===== src/rtl/mmf_pkg.sv =====
package mmf_pkg;

  localparam int OPC_W   = 6;
  localparam int RNUM_W  = 5;
  localparam int FLG_W   = 6;
  localparam int STAT_W  = OPC_W + RNUM_W + FLG_W;

  // field positions inside the status word (software decodes these)
  localparam int FLG_LSB  = 0;
  localparam int RNUM_LSB = FLG_LSB + FLG_W;
  localparam int OPC_LSB  = RNUM_LSB + RNUM_W;

  // fault cause flag bit indices
  localparam int FLG_WRITE = 0;
  localparam int FLG_ACV   = 1;
  localparam int FLG_FOR   = 2;
  localparam int FLG_FOW   = 3;
  localparam int FLG_MISS  = 4;
  localparam int FLG_BADVA = 5;

  typedef struct packed {
    logic [OPC_W-1:0]  opc;
    logic [RNUM_W-1:0] rnum;
    logic [FLG_W-1:0]  flags;
  } fault_info_t;

  // place each field at its offset in the status word
  function automatic logic [STAT_W-1:0] pack_status(input fault_info_t fi);
    logic [STAT_W-1:0] w;
    w = '0;
    w = w | (STAT_W'(fi.opc)   << OPC_LSB);
    w = w | (STAT_W'(fi.rnum)  << RNUM_LSB);
    w = w | (STAT_W'(fi.flags) << FLG_LSB);
    return w;
  endfunction

endpackage


===== src/rtl/mmf_lock_ctl.sv =====
module mmf_lock_ctl (
  input  logic clk,
  input  logic rst_n,
  input  logic strobe,
  input  logic squashed,
  input  logic va_rd,
  output logic capture_en,
  output logic lock_q
);

  logic lock_d;

  // a capture needs a real, non-speculative fault and free registers
  assign capture_en = strobe & ~squashed & ~lock_q;

  // a fresh capture takes priority over a release in the same cycle
  always_comb begin
    lock_d = lock_q;
    if (capture_en)
      lock_d = 1'b1;
    else if (va_rd)
      lock_d = 1'b0;
  end

  always_ff @(posedge clk or negedge rst_n) begin
    if (!rst_n) lock_q <= 1'b0;
    else        lock_q <= lock_d;
  end

  assert_capture_locks_R9: assert property (@(posedge clk) disable iff (!rst_n)
    capture_en |=> lock_q);

  assert_read_unlocks_R7: assert property (@(posedge clk) disable iff (!rst_n)
    (va_rd && !strobe) |=> !lock_q);

  assert_lock_only_on_capture_R6: assert property (@(posedge clk) disable iff (!rst_n)
    $rose(lock_q) |-> $past(strobe && !squashed));

endmodule


===== src/rtl/mmf_pte_former.sv =====
module mmf_pte_former #(
  parameter int VPN_W      = 30,
  parameter int FMT_W      = 64,
  parameter int ENT_SHIFT  = 3
) (
  input  logic [VPN_W-1:0] vpn,
  input  logic [FMT_W-1:0] base,
  output logic [FMT_W-1:0] pte_addr
);

  localparam int SCALED_W = VPN_W + ENT_SHIFT;

  function automatic logic [FMT_W-1:0] form(input logic [VPN_W-1:0] v,
                                             input logic [FMT_W-1:0] b);
    logic [SCALED_W-1:0] scaled;
    scaled = SCALED_W'(v) << ENT_SHIFT;
    return b | FMT_W'(scaled);
  endfunction

  assign pte_addr = form(vpn, base);

endmodule


===== src/rtl/mmf_capture_regs.sv =====
module mmf_capture_regs #(
  parameter int VA_W   = 43,
  parameter int STAT_W = 17,
  parameter int FMT_W  = 64
) (
  input  logic              clk,
  input  logic              rst_n,
  input  logic              capture_en,
  input  logic [VA_W-1:0]   va_in,
  input  logic [STAT_W-1:0] stat_in,
  input  logic [FMT_W-1:0]  fmt_in,
  output logic [VA_W-1:0]   va_q,
  output logic [STAT_W-1:0] stat_q,
  output logic [FMT_W-1:0]  fmt_q
);

  always_ff @(posedge clk or negedge rst_n) begin
    if (!rst_n) begin
      va_q   <= '0;
      stat_q <= '0;
      fmt_q  <= '0;
    end else if (capture_en) begin
      va_q   <= va_in;
      stat_q <= stat_in;
      fmt_q  <= fmt_in;
    end
  end

  assert_hold_without_capture_R6: assert property (@(posedge clk) disable iff (!rst_n)
    !capture_en |=> ($stable(va_q) && $stable(stat_q) && $stable(fmt_q)));

  assert_va_loaded_R3: assert property (@(posedge clk) disable iff (!rst_n)
    capture_en |=> (va_q == $past(va_in)));

endmodule


===== src/rtl/mmfault_capture.sv =====
module mmfault_capture #(
  parameter int VA_W      = 43,
  parameter int PG_W      = 13,
  parameter int FMT_W     = 64,
  parameter int ENT_SHIFT = 3
) (
  input  logic                      clk,
  input  logic                      rst_n,
  input  logic                      flt_strobe,
  input  logic [VA_W-1:0]           flt_vaddr,
  input  logic [5:0]                flt_flags,
  input  logic [5:0]                flt_opcode,
  input  logic [4:0]                flt_dest,
  input  logic                      flt_squashed,
  input  logic [FMT_W-1:0]          pt_base,
  input  logic                      va_rd,
  output logic [VA_W-1:0]           va_reg,
  output logic [mmf_pkg::STAT_W-1:0] stat_reg,
  output logic [FMT_W-1:0]          pte_addr_reg
);
  import mmf_pkg::*;

  localparam int VPN_W = VA_W - PG_W;

  // named internal events for the checks below
  logic                capture_en;
  logic                lock_q;
  fault_info_t         info;
  logic [STAT_W-1:0]   stat_word;
  logic [FMT_W-1:0]    pte_word;

  assign info.opc   = flt_opcode;
  assign info.rnum  = flt_dest;
  assign info.flags = flt_flags;
  assign stat_word  = pack_status(info);

  mmf_lock_ctl u_lock (
    .clk        (clk),
    .rst_n      (rst_n),
    .strobe     (flt_strobe),
    .squashed   (flt_squashed),
    .va_rd      (va_rd),
    .capture_en (capture_en),
    .lock_q     (lock_q)
  );

  mmf_pte_former #(
    .VPN_W     (VPN_W),
    .FMT_W     (FMT_W),
    .ENT_SHIFT (ENT_SHIFT)
  ) u_form (
    .vpn      (flt_vaddr[VA_W-1:PG_W]),
    .base     (pt_base),
    .pte_addr (pte_word)
  );

  mmf_capture_regs #(
    .VA_W   (VA_W),
    .STAT_W (STAT_W),
    .FMT_W  (FMT_W)
  ) u_regs (
    .clk        (clk),
    .rst_n      (rst_n),
    .capture_en (capture_en),
    .va_in      (flt_vaddr),
    .stat_in    (stat_word),
    .fmt_in     (pte_word),
    .va_q       (va_reg),
    .stat_q     (stat_reg),
    .fmt_q      (pte_addr_reg)
  );

  assert_squash_no_change_R5: assert property (@(posedge clk) disable iff (!rst_n)
    (flt_squashed && !lock_q) |=> ($stable(va_reg) && !lock_q));

  assert_locked_drop_R8: assert property (@(posedge clk) disable iff (!rst_n)
    (lock_q && flt_strobe) |=> $stable(va_reg));

  assert_status_fields_R2: assert property (@(posedge clk) disable iff (!rst_n)
    capture_en |=> (stat_reg[16:11] == $past(flt_opcode) &&
                    stat_reg[10:6]  == $past(flt_dest) &&
                    stat_reg[5:0]   == $past(flt_flags)));

  assert_pte_low_bits_R4: assert property (@(posedge clk) disable iff (!rst_n)
    capture_en |=> (pte_addr_reg[ENT_SHIFT-1:0] == $past(pt_base[ENT_SHIFT-1:0])));

endmodule


===== config.mk =====
export PLATFORM = sky130hd
export DESIGN_NAME = mmfault_capture
export DESIGN_NICKNAME = d
export VERILOG_FILES = /design/src/rtl/mmf_pkg.sv /design/src/rtl/mmf_lock_ctl.sv /design/src/rtl/mmf_pte_former.sv /design/src/rtl/mmf_capture_regs.sv /design/src/rtl/mmfault_capture.sv
export SDC_FILE = /design/constraint.sdc
export NUM_CORES = 1
export LEC_CHECK = 0
export ABC_AREA = 1
export BUFFER_PORTS_ARGS = -buffer_cell sky130_fd_sc_hd__buf_2
export CAP_MARGIN = 10
export CORE_MARGIN = 1.5
export CORE_UTILIZATION = 42
export DETAILED_ROUTE_END_ITERATION = 7
export PLACE_DENSITY = 0.76
export SYNTH_ARGS = -nofsm -noshare
export SYNTH_HDL_FRONTEND = slang
export SYNTH_SLANG_ARGS = --single-unit

===== constraint.sdc =====
create_clock -name clk -period 1.2 [get_ports clk]
set_clock_uncertainty 0.2 [all_clocks]
set_input_delay 0.18 -clock clk [delete_from_list [all_inputs] [get_ports clk]]
set_output_delay 0.18 -clock clk [all_outputs]
set_load 0.02 [all_outputs]

==> flow_summary_export.csv <==
group,metric,value,unit
status,status,"finished with violations",
status,violations,"setup timing",
setup_path,arrival,1.58,ns
global_routing,grt_overflow,0,
setup_path,end_kind,"register",
setup_path,ff2ff_path_depth,6,
place,place_hpwl,10.88,mm
place,io_buffers,252,
timing,drv_slew,0,
clocking,cts_tree,"built",
setup_path,r2r-start,"u_lock.lock_q$_DFFE_PN0P_",
timing,fin_tns_setup,-35.21,ns
global_routing,grt_pass1_wl,37.92,mm
clocking,cts_buffers,17,
timing,max_slew_margin,77.02,%
clocking,clk-insertion-delay-late,0.42,ns
finish,fin_util,85.61,%
setup_path,r2r_end,"u_regs.fmt_q[57]$_DFFE_PN0P_",
setup_path,max_stage_delay,0.41,ns
synth,synth.top_cell.area_share,57.67,%
clocking,cts_max_path_buffers,2,
finish,multi_input_comb_area,1908,um2
drt,firstDrtPassIters,6,
finish,fin_area,10800,um2
timing,fin_hold_ws,0.001033,ns
drt,drc,0,
job,cap_viol_max_count,0,
finish,regArea,3131,um2
setup_path,r2r_setup_slack,-0.34,ns
timing,worst_slew_pin_slew,0.3446,ns
timing,min_period,1.536,ns
synth,synthTopCellsByArea,"dfrtp_1 (58%), nand2_1 (19%), nand4_1 (11%), inv_1 (4.2%), nand3_1 (2.8%)",
drt,vias_per_cell,5.658,
finish,nets,1243,
timing,finalSetupViolCount,249,
setup_path,required,1.24,ns
synth,synth.most_common_cell,"nand2_1",
clocking,cts-root-buf,"clkbuf_16",
setup_path,cp_num_buf_inv,3,
drt,via_count,7333,
worst_hold_path,hold_path.class,"input port to async pin",
setup_path,cp_max_fo,16,
setup_path,path_common_cell,"nand2_1",
global_routing,antenna_found_initial,2,
finish,fill_cells,586,
synth,synth_warnings,0,
setup_path,cp_num_cells,6,
floorplan,ios,253,
global_routing,grt_pass1_vias,7380,
setup_path,crit_family,"buffers and inverters",
power_and_ir_drop,p_leak,0.005870,uW
floorplan,rows,41,
timing,fin_crit_sh,128.0,%
place,place_area,7087,um2
global_routing,grt_max_degree,68,
power_and_ir_drop,pwr_density_cell,1561,nW/um2
power_and_ir_drop,p_total,16860,uW
drt,wl,28.87,mm
drt,postRouteAntennaNets,0,
floorplan,die_y,116.6,um
synth,yosys_register_bits,125,
floorplan,start_util,42.98,%
synth,synth_seq_area_share,57.67,%
synth,ys_types,14,
floorplan,die_area,13600,um2
finish,syn_to_final_growth,99.19,%
place,place_congestion,0.8501,
setup_path,cp_cell_sequence,"clkinv_4 -> nand3_4 -> buf_12 -> buf_16 -> nand2_1 -> nand2_1",
clocking,clk_pin_slew,0.05,ns
power_and_ir_drop,irDropWorstVdd,0.9529,mV
setup_path,criticalPathCategory,"register to register",
clocking,htree_levels,4,
synth,synth-async-reset-ratio,100.0,%
synth,synthFlopType,"dfrtp_1",
synth,synth.avg_cell_area,8.435,um2
synth,yosys.area.top_type,"dfrtp_1",
timing,rsz0062_at_grt,"true",
synth,synthesis.nets,772,
finish,drive_gt1_share,38.74,%
timing,fmax,651.1,MHz
timing,hold_viol,0,
floorplan,die_x,116.6,um
drt,drtIter0Drc,830,
synth,synth-edff-count,0,
floorplan,core,12620,um2
drt,wl_per_cell,22.28,um
clocking,cts.sinks,125,
synth,syn_area,5424,um2
global_routing,grtUsageTotal,37.56,%
timing,layout_setup_ws,-0.3358,ns
setup_path,start_kind,"register",
setup_path,cp_slowest_cell,"dfrtp_1",
synth,synthTopCellsByCount,"nand2_1 (278), dfrtp_1 (125), nand4_1 (94)",
synth,synthCells,643,
layout make-up:
| type | instances | area share (%) |
|---|---|---|
| timing repair buffer | 502 | 44.56 |
| sequential | 125 | 28.98 |
| multi-input combinational | 405 | 17.66 |
| clock buffer | 25 | 4.401 |
| inverter | 63 | 2.247 |
| tap | 172 | 1.992 |
| clock inverter | 3 | 0.1390 |
| antenna | 1 | 0.02316 |
power by group:
part | internal (uW) | switching [uW]
Combinational | 3340 | 3270
Clock | 2690 | 1800
Sequential | 5040 | 719
Total | 11100 | 5790
cell usage in the layout, fill, tap and decap left out:
| master | n |
|---|---|
| nand2_1 | 249 |
| dlygate4sd3_1 | 126 |
| clkbuf_1 | 6 |
| clkinv_4 | 1 |
| dfrtp_2 | 2 |
| buf_4 | 86 |
| clkinv_2 | 4 |
| clkbuf_8 | 2 |
| buf_2 | 126 |
| buf_12 | 16 |
| nand4_1 | 94 |
| o21ai_1 | 1 |
| nor2_4 | 1 |
| nand2_2 | 27 |
| buf_16 | 11 |
| inv_1 | 61 |
| nand3_4 | 1 |
| nand3_1 | 28 |
| clkbuf_16 | 24 |
| buf_8 | 4 |
| dfrtp_1 | 123 |
| nand2_4 | 2 |
| buf_6 | 126 |
| nand3_2 | 2 |
| diode_2 | 1 |
cells by family after synthesis:
family,Yosys count,share of synthesized area [%]
flops,125,57.67
buf+inv,113,9.135
simple gates,404,33.10
compound gates,1,0.09218
through the flow:
stage                     std cells  setup WS, ns
after floorplan                 643      -0.04221
after global placement         1049      -0.09700
after detailed placement       1049       -0.1236
after CTS                      1242       -0.1535
after global routing           1296       -0.4164
final                          1296       -0.3358
registers in the layout (all words and copies together), names as in the netlist:
signal	cells
u_lock.lock_q	1
u_regs.va_q	43
u_regs.fmt_q	64
u_regs.stat_q	17
worst max-delay path by stage:
stage,slack (ns),endpoint,start
2_1_floorplan,-0.04,u_regs.va_q[37]$_DFFE_PN0P_,u_lock.lock_q$_DFFE_PN0P_
3_3_place_gp,-0.1,u_regs.fmt_q[14]$_DFFE_PN0P_,u_lock.lock_q$_DFFE_PN0P_
3_5_place_dp,-0.12,u_regs.fmt_q[16]$_DFFE_PN0P_,u_lock.lock_q$_DFFE_PN0P_
4_1_cts,-0.15,va_reg[32],u_regs.va_q[32]$_DFFE_PN0P_
5_1_grt,-0.42,u_regs.fmt_q[57]$_DFFE_PN0P_,u_lock.lock_q$_DFFE_PN0P_
6_report,-0.34,u_regs.fmt_q[57]$_DFFE_PN0P_,u_lock.lock_q$_DFFE_PN0P_
per-layer routing:
layer | vias to the layer above | global-route usage (%) | share of wire, %
met2 | 604 | 62.67 | 49
met4 | 2 | 29.88 | 8.6
met1 | 3482 | 37.95 | 32
met5 | - | 0 | 0.045
met3 | 231 | 13.96 | 11
li1 | 3014 | - | -
what timing repair did:
action	4_1_cts	5_1_grt
cloned	9	8
endpoints found under the hold margin	250	0
gates resized for setup	276	33
setup buffers	30	45
setup endpoints to repair	249	249
hold buffers	126	0
pin swaps	0	5
(Power assumes the default switching activity.)
